==> config.mk <==
export PLATFORM = sky130hd
export DESIGN_NAME = mpr_uart_rx
export DESIGN_NICKNAME = d
export VERILOG_FILES = /design/src/rtl/mpr_pkg.sv /design/src/rtl/mpr_sync.sv /design/src/rtl/mpr_frame_rx.sv /design/src/rtl/mpr_host_regs.sv /design/src/rtl/mpr_uart_rx.sv
export SDC_FILE = /design/constraint.sdc
export NUM_CORES = 1
export LEC_CHECK = 0
export CAP_MARGIN = 20
export CORE_MARGIN = 4
export CORE_UTILIZATION = 50
export DETAILED_ROUTE_END_ITERATION = 12
export PLACE_DENSITY = 0.85
export SYNTH_ARGS = -nofsm -noshare
export SYNTH_HDL_FRONTEND = slang
export SYNTH_HIERARCHICAL = 1
export SYNTH_SLANG_ARGS = --single-unit
==> constraint.sdc <==
create_clock -name clk -period 5.4 [get_ports clk]
set_input_delay 1.08 -clock clk [delete_from_list [all_inputs] [get_ports clk]]
set_output_delay 1.08 -clock clk [all_outputs]
set_load 0.05 [all_outputs]
==> src/rtl/mpr_pkg.sv <==
package mpr_pkg;

  typedef enum logic [1:0] {
    ST_IDLE  = 2'd0,
    ST_START = 2'd1,
    ST_SHIFT = 2'd2
  } rx_state_e;

  // strobe index at which the start bit is re-checked (centre of bit)
  function automatic int unsigned mid_phase(input int unsigned osr);
    return osr / 2 - 1;
  endfunction

  // number of sampled bits after the start bit: data + flag + stop
  function automatic int unsigned tail_bits(input int unsigned data_w);
    return data_w + 2;
  endfunction

  // a completed frame is a candidate for loading when its stop bit is good
  // and the wait-for-ID filter lets it through
  function automatic logic frame_eligible(input logic stop_ok,
                                          input logic waiting,
                                          input logic flag);
    return stop_ok && (!waiting || flag);
  endfunction

endpackage

==> src/rtl/mpr_sync.sv <==
module mpr_sync #(
  parameter int STAGES = 2
) (
  input  logic clk,
  input  logic rst_n,
  input  logic d_in,
  output logic d_out
);
  logic [STAGES-1:0] chain_q;

  generate
    for (genvar i = 0; i < STAGES; i++) begin : g_stage
      if (i == 0) begin : g_first
        always_ff @(posedge clk or negedge rst_n) begin
          if (!rst_n) chain_q[0] <= 1'b1;
          else        chain_q[0] <= d_in;
        end
      end else begin : g_next
        always_ff @(posedge clk or negedge rst_n) begin
          if (!rst_n) chain_q[i] <= 1'b1;
          else        chain_q[i] <= chain_q[i-1];
        end
      end
    end
  endgenerate

  assign d_out = chain_q[STAGES-1];
endmodule

==> src/rtl/mpr_frame_rx.sv <==
module mpr_frame_rx
  import mpr_pkg::*;
#(
  parameter int OSR    = 16,
  parameter int DATA_W = 8
) (
  input  logic              clk,
  input  logic              rst_n,
  input  logic              rx_s,
  input  logic              tick,
  output logic              done,
  output logic              stop_ok,
  output logic [DATA_W-1:0] frame_byte,
  output logic              frame_flag
);
  localparam int PH_W   = $clog2(OSR);
  localparam int NBITS  = tail_bits(DATA_W);
  localparam int BIT_W  = $clog2(NBITS + 1);
  localparam int MID    = mid_phase(OSR);
  localparam int FLAG_I = DATA_W;
  localparam int LAST_I = NBITS - 1;

  rx_state_e          state_q;
  logic [PH_W-1:0]    ph_q;
  logic [BIT_W-1:0]   bitn_q;
  logic [DATA_W-1:0]  sr_q;
  logic               flag_q;

  // named events for the checks below
  logic ph_full, ph_mid, bit_sample, start_ok, start_fail;

  assign ph_full    = (ph_q == PH_W'(OSR - 1));
  assign ph_mid     = (ph_q == PH_W'(MID));
  assign bit_sample = tick && (state_q == ST_SHIFT) && ph_full;
  assign start_ok   = tick && (state_q == ST_START) && ph_mid && !rx_s;
  assign start_fail = tick && (state_q == ST_START) && ph_mid && rx_s;
  assign done       = bit_sample && (bitn_q == BIT_W'(LAST_I));
  assign stop_ok    = rx_s;
  assign frame_byte = sr_q;
  assign frame_flag = flag_q;

  always_ff @(posedge clk or negedge rst_n) begin
    if (!rst_n) begin
      state_q <= ST_IDLE;
      ph_q    <= '0;
      bitn_q  <= '0;
      sr_q    <= '0;
      flag_q  <= 1'b0;
    end else if (tick) begin
      unique case (state_q)
        ST_IDLE: begin
          if (!rx_s) begin
            state_q <= ST_START;
            ph_q    <= '0;
          end
        end
        ST_START: begin
          if (ph_mid) begin
            ph_q   <= '0;
            bitn_q <= '0;
            state_q <= rx_s ? ST_IDLE : ST_SHIFT;
          end else begin
            ph_q <= ph_q + 1'b1;
          end
        end
        ST_SHIFT: begin
          if (ph_full) begin
            ph_q   <= '0;
            bitn_q <= bitn_q + 1'b1;
            if (bitn_q < BIT_W'(FLAG_I))
              sr_q <= {rx_s, sr_q[DATA_W-1:1]};
            else if (bitn_q == BIT_W'(FLAG_I))
              flag_q <= rx_s;
            if (bitn_q == BIT_W'(LAST_I))
              state_q <= ST_IDLE;
          end else begin
            ph_q <= ph_q + 1'b1;
          end
        end
        default: state_q <= ST_IDLE;
      endcase
    end
  end

  // a start bit that is high again at mid-bit returns the receiver to idle
  a_r2_glitch_rejected: assert property (@(posedge clk) disable iff (!rst_n)
    start_fail |=> (state_q == ST_IDLE));

  // the bit index never runs past the stop bit while shifting
  a_r1_bit_index_bound: assert property (@(posedge clk) disable iff (!rst_n)
    (state_q == ST_SHIFT) |-> (bitn_q <= BIT_W'(LAST_I)));

  // start confirmation, start rejection and frame completion never coincide
  a_r1_events_exclusive: assert property (@(posedge clk) disable iff (!rst_n)
    $onehot0({start_ok, start_fail, done}));
endmodule

==> src/rtl/mpr_host_regs.sv <==
module mpr_host_regs
  import mpr_pkg::*;
#(
  parameter int DATA_W = 8
) (
  input  logic              clk,
  input  logic              rst_n,
  input  logic              done,
  input  logic              stop_ok,
  input  logic [DATA_W-1:0] frame_byte,
  input  logic              frame_flag,
  input  logic              irq_en,
  input  logic              wake_set,
  input  logic              full_clr,
  input  logic              err_clr,
  output logic [DATA_W-1:0] rx_data,
  output logic              rx_full,
  output logic              wait_id,
  output logic              last_mpb,
  output logic              frame_err,
  output logic              overrun,
  output logic              rx_irq
);
  logic [DATA_W-1:0] data_q;
  logic full_q, wait_q, mpb_q, ferr_q, ovr_q;

  // named events
  logic wait_eff, full_eff, elig, load_ev, ovr_ev, ferr_ev;

  assign wait_eff = wait_q | wake_set;          // late set still counts
  assign full_eff = full_q & ~full_clr;         // clear frees register first
  assign elig     = done && frame_eligible(stop_ok, wait_eff, frame_flag);
  assign load_ev  = elig && !full_eff;
  assign ovr_ev   = elig && full_eff;
  assign ferr_ev  = done && !stop_ok;

  always_ff @(posedge clk or negedge rst_n) begin
    if (!rst_n) begin
      data_q <= '0;
      full_q <= 1'b0;
      wait_q <= 1'b0;
      mpb_q  <= 1'b0;
      ferr_q <= 1'b0;
      ovr_q  <= 1'b0;
    end else begin
      if (load_ev) begin
        data_q <= frame_byte;
        mpb_q  <= frame_flag;
      end

      if (load_ev)       full_q <= 1'b1;
      else if (full_clr) full_q <= 1'b0;

      if (load_ev && frame_flag) wait_q <= 1'b0;
      else if (wake_set)         wait_q <= 1'b1;

      if (ferr_ev)      ferr_q <= 1'b1;
      else if (err_clr) ferr_q <= 1'b0;

      if (ovr_ev)       ovr_q <= 1'b1;
      else if (err_clr) ovr_q <= 1'b0;
    end
  end

  assign rx_data   = data_q;
  assign rx_full   = full_q;
  assign wait_id   = wait_q;
  assign last_mpb  = mpb_q;
  assign frame_err = ferr_q;
  assign overrun   = ovr_q;
  assign rx_irq    = full_q & irq_en;

  // a skipped data frame leaves the register untouched and no new full
  a_r3_skip_keeps_data: assert property (@(posedge clk) disable iff (!rst_n)
    (done && stop_ok && wait_eff && !frame_flag) |=> ($stable(data_q) && !$rose(full_q)));

  // an ID frame into an empty register loads it
  a_r4_id_loads: assert property (@(posedge clk) disable iff (!rst_n)
    (done && stop_ok && frame_flag && !full_eff) |=> (full_q && data_q == $past(frame_byte)));

  // loading an ID frame drops the wait control
  a_r5_id_clears_wait: assert property (@(posedge clk) disable iff (!rst_n)
    (load_ev && frame_flag) |=> !wait_q);

  // a bad stop bit flags an error and loads nothing
  a_r7_bad_stop: assert property (@(posedge clk) disable iff (!rst_n)
    ferr_ev |=> (frame_err && $stable(data_q)));

  // a frame arriving into a full register is not written
  a_r8_no_overwrite: assert property (@(posedge clk) disable iff (!rst_n)
    ovr_ev |=> (overrun && $stable(data_q) && full_q));

  // the request never stands without an unread byte
  a_r10_irq_needs_full: assert property (@(posedge clk) disable iff (!rst_n)
    rx_irq |-> (full_q && irq_en));
endmodule

==> src/rtl/mpr_uart_rx.sv <==
module mpr_uart_rx
  import mpr_pkg::*;
#(
  parameter int OSR         = 16,
  parameter int DATA_W      = 8,
  parameter int SYNC_STAGES = 2
) (
  input  logic              clk,
  input  logic              rst_n,
  input  logic              rx_line,
  input  logic              os_tick,
  input  logic              irq_en,
  input  logic              wake_set,
  input  logic              full_clr,
  input  logic              err_clr,
  output logic [DATA_W-1:0] rx_data,
  output logic              rx_full,
  output logic              wait_id,
  output logic              last_mpb,
  output logic              frame_err,
  output logic              overrun,
  output logic              rx_irq
);
  logic              rx_s;
  logic              done;
  logic              stop_ok;
  logic [DATA_W-1:0] frame_byte;
  logic              frame_flag;

  mpr_sync #(.STAGES(SYNC_STAGES)) u_sync (
    .clk   (clk),
    .rst_n (rst_n),
    .d_in  (rx_line),
    .d_out (rx_s)
  );

  mpr_frame_rx #(.OSR(OSR), .DATA_W(DATA_W)) u_frame (
    .clk        (clk),
    .rst_n      (rst_n),
    .rx_s       (rx_s),
    .tick       (os_tick),
    .done       (done),
    .stop_ok    (stop_ok),
    .frame_byte (frame_byte),
    .frame_flag (frame_flag)
  );

  mpr_host_regs #(.DATA_W(DATA_W)) u_regs (
    .clk        (clk),
    .rst_n      (rst_n),
    .done       (done),
    .stop_ok    (stop_ok),
    .frame_byte (frame_byte),
    .frame_flag (frame_flag),
    .irq_en     (irq_en),
    .wake_set   (wake_set),
    .full_clr   (full_clr),
    .err_clr    (err_clr),
    .rx_data    (rx_data),
    .rx_full    (rx_full),
    .wait_id    (wait_id),
    .last_mpb   (last_mpb),
    .frame_err  (frame_err),
    .overrun    (overrun),
    .rx_irq     (rx_irq)
  );
endmodule

### After elaboration in Yosys (flattened, before gate mapping)

Index checks and enable logic that the tools add are counted.

| storage, ports and cells | value |
|---|---|
| register bits | 34 |
| bits of input ports | 8 |
| output and inout port bits | 14 |
| logic and storage cells | 76 |

| operators by class | value |
|---|---|
| add/subtract/negate cells | 2 |
| $lt $le $gt $ge | 1 |
| eq/ne operators | 10 |
| mux-type cells | 20 |
| bitwise gates (word level) | 5 |
| reduce and logical (&&, ||, !) cells | 25 |

Operators with widths:

| operator | count |
|---|---|
| $mux 4 | 5 |
| $eq 4x4->1 const B | 3 |
| $pmux 4 s3 | 1 |
| $mux 2 | 5 |
| $reduce_and 5->1 | 2 |
| $reduce_bool 2->1 | 5 |
| $logic_and 1x1->1 | 9 |
| $add 4x1->4 const B | 2 |
| $pmux 4 s2 | 1 |
| $reduce_and 4->1 | 2 |
| $mux 1 | 7 |
| $pmux 2 s3 | 1 |
| $eq 4x3->1 const B | 1 |
| $lt 4x4->1 const B | 1 |
| $ne 2x1->1 const B | 2 |
| $ne 2x2->1 const B | 2 |
| $logic_not 1->1 | 3 |
| $reduce_and 3->1 | 1 |
| $reduce_bool 3->1 | 1 |
| $and 1x1->1 | 2 |
| $eq 2x1->1 const B | 1 |
| $eq 2x2->1 const B | 1 |
| $logic_not 2->1 | 1 |
| $not 1->1 | 2 |
| 2 further kinds | 2 |

### Depth between registers and ports, before layout

Gate-level depths: netlist of run 1.

| logic depth | value |
|---|---|
| depth after elaboration | 8 |
| gate-level depth with buffers | 8 |
| mapped depth without buffers | 7 |

### Cells and area by module

The synthesis of run 1 kept the hierarchy.

Modules (own cells, without submodules):

| module | instances | cells each | area each (um^2) | seq. area each (um^2) |
|---|---|---|---|---|
| mpr_frame_rx | 1 | 93 | 1042.2 | 475.5 |
| mpr_host_regs | 1 | 35 | 546.8 | 325.3 |
| mpr_sync | 1 | 2 | 52.6 | 52.6 |

### Worst setup path before layout of run 1

Ideal clock, no wire load.

| timing path | value |
|---|---|
| kind | input port to output port |
| start | input irq_en |
| end | output rx_irq |
| arrival time | 1.492 ns |
| data required time | 4.320 ns |
| path slack | 2.828 ns |
| cell stages on the path | 1 |
| path buffers | 0 |
| cells stage by stage | and2_1 |

| between the ends | value |
|---|---|
| word-level cells in the longest chain between the ends | 1 |

Ends and longest elaborated chain:

| element | line | text |
|---|---|---|
| start: declaration | mpr_uart_rx.sv:12 | `input logic irq_en,` |
| $and 1x1->1 | mpr_host_regs.sv:71 | `assign rx_irq = full_q & irq_en;` |
| end: declaration | mpr_uart_rx.sv:22 | `output logic rx_irq` |

Every way passes these cells.

### Worst setup path in the final report of run 1

Ends and elaborated chain as after synthesis.

==> key figures, run 1 <==
Status
  – Status: finished, final reports clean

Critical path
  – Crit path capture type: output port
  – Delay of the slowest critical-path stage: 790 ps
  – Critical-path top delay cell: clkdlybuf4s50_1
  – Most Frequent Cell on Critical Path: clkdlybuf4s50_1
  – Worst EP arrival: 2440 ps
  – CP Launch Type: input port
  – Sequence of cells on the critical path: clkdlybuf4s50_1, and2_1, clkdlybuf4s50_1
  – Data required time of the worst path: 4320 ps
  – Buf/Inv on CP: 2
  – CP max FO: 1
  – Setup CP Type: input port to output port
  – CP delay by family, top: buffers and inverters

Synthesis
  – Ys async rst share: 1.00
  – Mapped Cells: 130
  – Post-synth EDFFs: 0
  – Ys flop type: dfrtp_1
  – Ys Warns: 6
  – Mapped Area: 0.00164 mm^2
  – Top cell type's share of synthesized area: 0.488
  – Synth Register Bits: 34
  – Post-synth top cells: dfrtp_1, mux2_2, mux2_4, nor2_1, a21oi_1
  – Syn Area/Cell: 12.6 um^2
  – Number of distinct library cells after synthesis: 39
  – Seq/Total Area, Yosys: 0.520
  – Synthesized net count: 144
  – Top-count cell post-synth: dfrtp_1
  – Post-synth top area cell: dfrtp_1
  – Largest cells by area after synthesis: dfrtp_1, mux2_4, mux2_2

Clock tree
  – TritonCTS buffer count: 5
  – Clock slew at reported path FFs: 90 ps
  – CTS H-tree depth: 2
  – Later-pin clock latency in the skew report: 330 ps
  – Postcts setup bufs: 0
  – Root buf cell: clkbuf_4
  – CTS tree: built
  – CTS Buffer Depth: 2
  – Clk sinks: 34
  – PostCTS Resize Cnt: 0
  – Hold-fix buffers, CTS: 0

Route
  – Routed Antenna Nets: 0
  – DRC Markers: 0
  – WL final: 2980 um
  – WL/cell: 14.8 um
  – Initial DRC count: 39
  – Vias after detailed routing: 1079
  – First-pass DRT Iterations: 4
  – Vias/cell: 5.37

GRT
  – Gr ovfl total: 0
  – Antenna violations before repair: 0
  – Largest net degree at the start of global routing: 35
  – GRT Util Overall: 0.159
  – First-pass GRT wire length: 5020 um
  – Number of global-route vias before repair: 1082

Hold path
  – Hold Path Class: register to register

Final layout
  – Area Overhead vs Synth: 18.4%
  – Reg area: 853 um^2
  – N_diodes: 0
  – Area of the multi-input gates: 736 um^2
  – Nets: 170
  – Core Util, Final: 0.627
  – Fillers: 252
  – Share of post-route cells with drive strength above 1: 0.236

Timing
  – Slew at the pin with the worst max-slew slack: 623 ps
  – Hold Worst Slack: 360 ps
  – Crit path time final: 3520 ps
  – Setup TNS: 0 ps
  – Final hold viol count: 0
  – Rel. slew slack: 0.585
  – Worst setup margin: 1880 ps
  – Slew Viols, Final: 0
  – Clock skew: 5.40 ps
  – RSZ-0062 raised after global routing: false
  – Fin crit share: 0.652
  – Fmax: 284 MHz
  – Final setup vio count: 0

Run
  – Max_cap viols: 0

Placement
  – IO Port Bufs: 21
  – Setup WS pre-CTS: 1890 ps
  – GP Congestion: 0.820
  – Post-DP HPWL: 2180 um

Power
  – Leakage: 0.886 nW
  – Sequential Power Share: 0.558
  – Switch share: 0.303
  – Cell-internal power: 0.421 mW
  – Logic pwr share: 0.206
  – Power density over cell area: 311 mW/mm^2
  – Worst VDD drop: 180 uV
  – Pwr Total: 0.605 mW
  – Clock power frac: 0.236
  – Net Sw Power: 0.183 mW

Floorplanning
  – Die height: 65.3 um
  – Die area: 0.00426 mm^2
  – # rows: 20
  – Starting Density: 0.529
  – Die width: 65.3 um
  – Core area: 0.00310 mm^2
  – Ports: 22
power by group through the flow:
stage / Clock (mW) / Sequential, mW / Combinational (mW)
after floorplan: 0 / 0.324 / 0.108
after global placement: 0 / 0.336 / 0.117
after detailed placement: 0 / 0.342 / 0.125
after CTS: 0.149 / 0.336 / 0.126
after global routing: 0.160 / 0.343 / 0.137
final: 0.143 / 0.337 / 0.125
stage by stage:
| step | cell area [um^2] | cells |
|---|---|---|
| 2_1_floorplan | 1640 | 130 |
| 3_3_place_gp | 1880 | 193 |
| 3_5_place_dp | 1880 | 193 |
| 4_1_cts | 1940 | 201 |
| 5_1_grt | 1940 | 201 |
| 6_report | 1940 | 201 |
sequential cells by signal, indices dropped and copies added (netlist names):
name,cells
u_regs/rx_data,8
u_regs/overrun,1
u_frame/state_q,2
u_regs/rx_full,1
u_sync/d_out,1
u_frame/bitn_q,4
u_frame/frame_byte,8
u_sync/chain_q,1
u_frame/frame_flag,1
u_regs/frame_err,1
u_regs/wait_id,1
u_regs/last_mpb,1
u_frame/ph_q,4
cells in the final DEF, fill, tap and decap left out, drive strengths merged:
master,count
dfrtp,32
clkdlybuf4s50,21
mux2,20
nor2,10
a21oi,8
clkbuf,7
inv,6
ha,6
nand2,6
o21ai,4
nor3,3
nand3,3
and4b,2
mux2i,2
nand3b,2
and2,2
a211oi,2
o22ai,2
dfstp,2
and3,2
nand2b,2
clkinv,1
buf,1
a21bo,1
a21boi,1
nor2b,1
a31oi,1
a41o,1
o31ai,1
a311oi,1
a22o,1
o41ai,1
o211ai,1
o2111a,1
cell type report:
| type | instances | area share |
|---|---|---|
| well taps | 44 | 0.0283 |
| inverters | 6 | 0.0116 |
| flip-flops and latches | 34 | 0.439 |
| clock inverters | 1 | 0.00257 |
| multi-input cells | 87 | 0.378 |
| clock buffers | 7 | 0.0283 |
| repair buffers | 22 | 0.112 |
final timing paths:
kind                                            to               start  slack (ps)  depth (start not counted)
min in group asynchronous       u_frame/state_q[1]               rst_n        1140                          2
worst min register to register        u_sync/d_out   u_sync/chain_q[0]         360                          0
worst min-delay path                  u_sync/d_out   u_sync/chain_q[0]         360                          0
worst max-delay path                        rx_irq              irq_en        1880                          3
worst max register to register   u_regs/rx_data[5]  u_frame/state_q[0]        2990                          7
max in group asynchronous             u_sync/d_out               rst_n        3930                          2
logic make-up after synthesis:
family,Yosys count,synth area share
AOI/OAI and AO/OA,26,0.108
adders and majority gates,6,0.0457
buffers and inverters,9,0.0320
DFF,34,0.520
muxes,22,0.172
and+or+nand+nor,33,0.122
worst register-to-register path, stage by stage, from the launching register on:
cell and delay, ps:
dfrtp_1 410, inv_1 100, ha_1 280, nand2_2 140, nor2_1 150, and4b_1 250
o2111a_1 610, mux2_4 360
metal layers:
layer / global-route usage / part of all wire / vias to the layer above
li1: - / - / 521
met1: 0.181 / 0.44 / 525
met2: 0.250 / 0.50 / 28
met3: 0.0598 / 0.041 / 5
met4: 0.0984 / 0.024 / 0
met5: 0 / 0 / -
(Power assumes the default switching activity.)
==> run 2: changes to the inputs <==
- clock period: 5.4 -> 3.3 ns (I/O delays scaled with it)
==> key figures, run 2 (synthesized netlist as in run 1, its figures left out) <==
Clock tree
  – Root buf cell: clkbuf_4 (unchanged)
  – CTS Buffer Depth: 2 (unchanged)
  – PostCTS Resize Cnt: 0 (unchanged)
  – Clk sinks: 34 (unchanged)
  – Postcts setup bufs: 0 (unchanged)
  – Later-pin clock latency in the skew report: 330 ps (about the same)
  – CTS H-tree depth: 2 (unchanged)
  – Hold-fix buffers, CTS: 0 (unchanged)
  – CTS tree: built (unchanged)
  – Clock slew at reported path FFs: 100 ps (was 90 ps)
  – TritonCTS buffer count: 5 (unchanged)

Critical path
  – Data required time of the worst path: 2640 ps (was 4320 ps)
  – Worst EP arrival: 2020 ps (was 2440 ps)
  – Sequence of cells on the critical path: clkdlybuf4s50_1, and2_1, clkdlybuf4s50_1 (unchanged)
  – Crit path capture type: output port (unchanged)
  – Critical-path top delay cell: clkdlybuf4s50_1 (unchanged)
  – CP max FO: 1 (unchanged)
  – Delay of the slowest critical-path stage: 800 ps (was 790 ps)
  – Setup CP Type: input port to output port (unchanged)
  – Most Frequent Cell on Critical Path: clkdlybuf4s50_1 (unchanged)
  – CP Launch Type: input port (unchanged)

Placement
  – Dpl cells: 193 (unchanged)
  – Post-DP HPWL: 2240 um (was 2180 um)
  – Setup WS pre-CTS: 499 ps (was 1890 ps)
  – IO Port Bufs: 21 (unchanged)
  – GP Congestion: 0.837 (was 0.820)

Final layout
  – Area of the multi-input gates: 736 um^2 (unchanged)
  – Area Overhead vs Synth: 18.7% (was 18.4%)
  – Share of post-route cells with drive strength above 1: 0.242 (was 0.236)
  – Most frequent cells in the layout: dfrtp_1, clkdlybuf4s50_1, nor2_1, mux2_2, mux2_4 (unchanged)
  – Commonest non-fill, non-tap cell in the layout: dfrtp_1 (unchanged)
  – Finished Layout Cells: 201 (unchanged)
  – Fillers: 253 (was 252)
  – Reg area: 853 um^2 (unchanged)
  – N_diodes: 0 (unchanged)
  – Nets: 170 (unchanged)

Timing
  – Crit path time final: 2680 ps
  – Final hold viol count: 0 (unchanged)
  – Clock skew: 7.11 ps (was 5.40 ps)
  – Slew at the pin with the worst max-slew slack: 595 ps (was 623 ps)
  – RSZ-0062 raised after global routing: false (unchanged)
  – Setup TNS: 0 ps (unchanged)
  – Worst setup margin: 622 ps (was 1880 ps)
  – Rel. slew slack: 0.604 (was 0.585)
  – Fmax: 373 MHz
  – Fin crit share: 0.811
  – Slew Viols, Final: 0 (unchanged)
  – Final setup vio count: 0 (unchanged)

Power
  – Worst VDD drop: 239 uV (was 180 uV)
  – Power density over cell area: 509 mW/mm^2 (was 311 mW/mm^2)
  – Pwr Total: 0.993 mW (was 0.605 mW)
  – Leakage: 0.885 nW (was 0.886 nW)

GRT
  – GRT Util Overall: 0.172 (was 0.159)
  – Antenna violations before repair: 0 (unchanged)
  – Number of global-route vias before repair: 1160 (was 1082)
  – Gr ovfl total: 0 (unchanged)
  – Largest net degree at the start of global routing: 35 (unchanged)
  – First-pass GRT wire length: 5550 um (was 5020 um)

Floorplanning
  – Die area: 0.00426 mm^2 (unchanged)
  – Starting Density: 0.529 (unchanged)
  – Ports: 22 (unchanged)
  – # rows: 20 (unchanged)
  – Die width: 65.3 um (unchanged)
  – Die height: 65.3 um (unchanged)
  – Core area: 0.00310 mm^2 (unchanged)

Route
  – DRC Markers: 0 (unchanged)
  – Initial DRC count: 38 (was 39)
  – WL final: 3050 um (was 2980 um)
  – First-pass DRT Iterations: 4 (unchanged)
  – Routed Antenna Nets: 0 (unchanged)
  – WL/cell: 15.2 um (was 14.8 um)
  – Vias after detailed routing: 1100 (was 1079)
  – Vias/cell: 5.47 (was 5.37)

Hold path
  – Hold Path Class: register to register (unchanged)

Run
  – Max_cap viols: 0 (unchanged)

Status
  – Status: finished, final reports clean (unchanged)
## run 2: cell type report
class	count	area share
repair buffers	22	0.112
flip-flops and latches	34	0.438
inverters	6	0.0116
clock buffers	6	0.0263
clock inverters	2	0.00642
well taps	44	0.0283
multi-input cells	87	0.378
## run 2: worst max-delay path, delay by kind of cell
kind | cells | cell delay, ps
simple gates | 1 | 110
buf+inv | 2 | 1250
## run 2: through the flow
stage / hold WS, ps / utilization / cell area [um^2]
2_1_floorplan: 345 / - / 1640
3_3_place_gp: 346 / 0.607 / 1880
3_5_place_dp: 347 / 0.607 / 1880
4_1_cts: 368 / 0.628 / 1950
5_1_grt: 376 / 0.628 / 1950
6_report: 370 / 0.628 / 1950
## run 2: path summary, 6_finish.rpt
| check | end | slack, ps | cells after the start | startpoint |
|---|---|---|---|---|
| min reg2reg | u_sync/d_out | 370 | 0 | u_sync/chain_q[0] |
| min in group asynchronous | u_frame/state_q[1] | 730 | 2 | rst_n |
| max | rx_irq | 620 | 3 | irq_en |
| max reg2reg | u_regs/rx_data[1] | 880 | 7 | u_frame/state_q[0] |
| max in group asynchronous | u_sync/d_out | 2240 | 2 | rst_n |
| min | u_sync/d_out | 370 | 0 | u_sync/chain_q[0] |
## run 2: layer usage
| layer | vias to the layer above | track usage | share of wire | wire (um) |
|---|---|---|---|---|
| met5 | - | 0 | 0 | 0 |
| met4 | 0 | 0.0829 | 0.016 | 49 |
| met3 | 4 | 0.0581 | 0.045 | 137 |
| met2 | 31 | 0.274 | 0.49 | 1490 |
| met1 | 545 | 0.207 | 0.45 | 1370 |
| li1 | 520 | - | - | - |
## run 2: report_power, final
group / internal (mW) / switching, mW / total, mW
combinational: 0.108 / 0.0942 / 0.202
sequential: 0.478 / 0.0744 / 0.553
clock: 0.102 / 0.135 / 0.238
total: 0.689 / 0.304 / 0.993
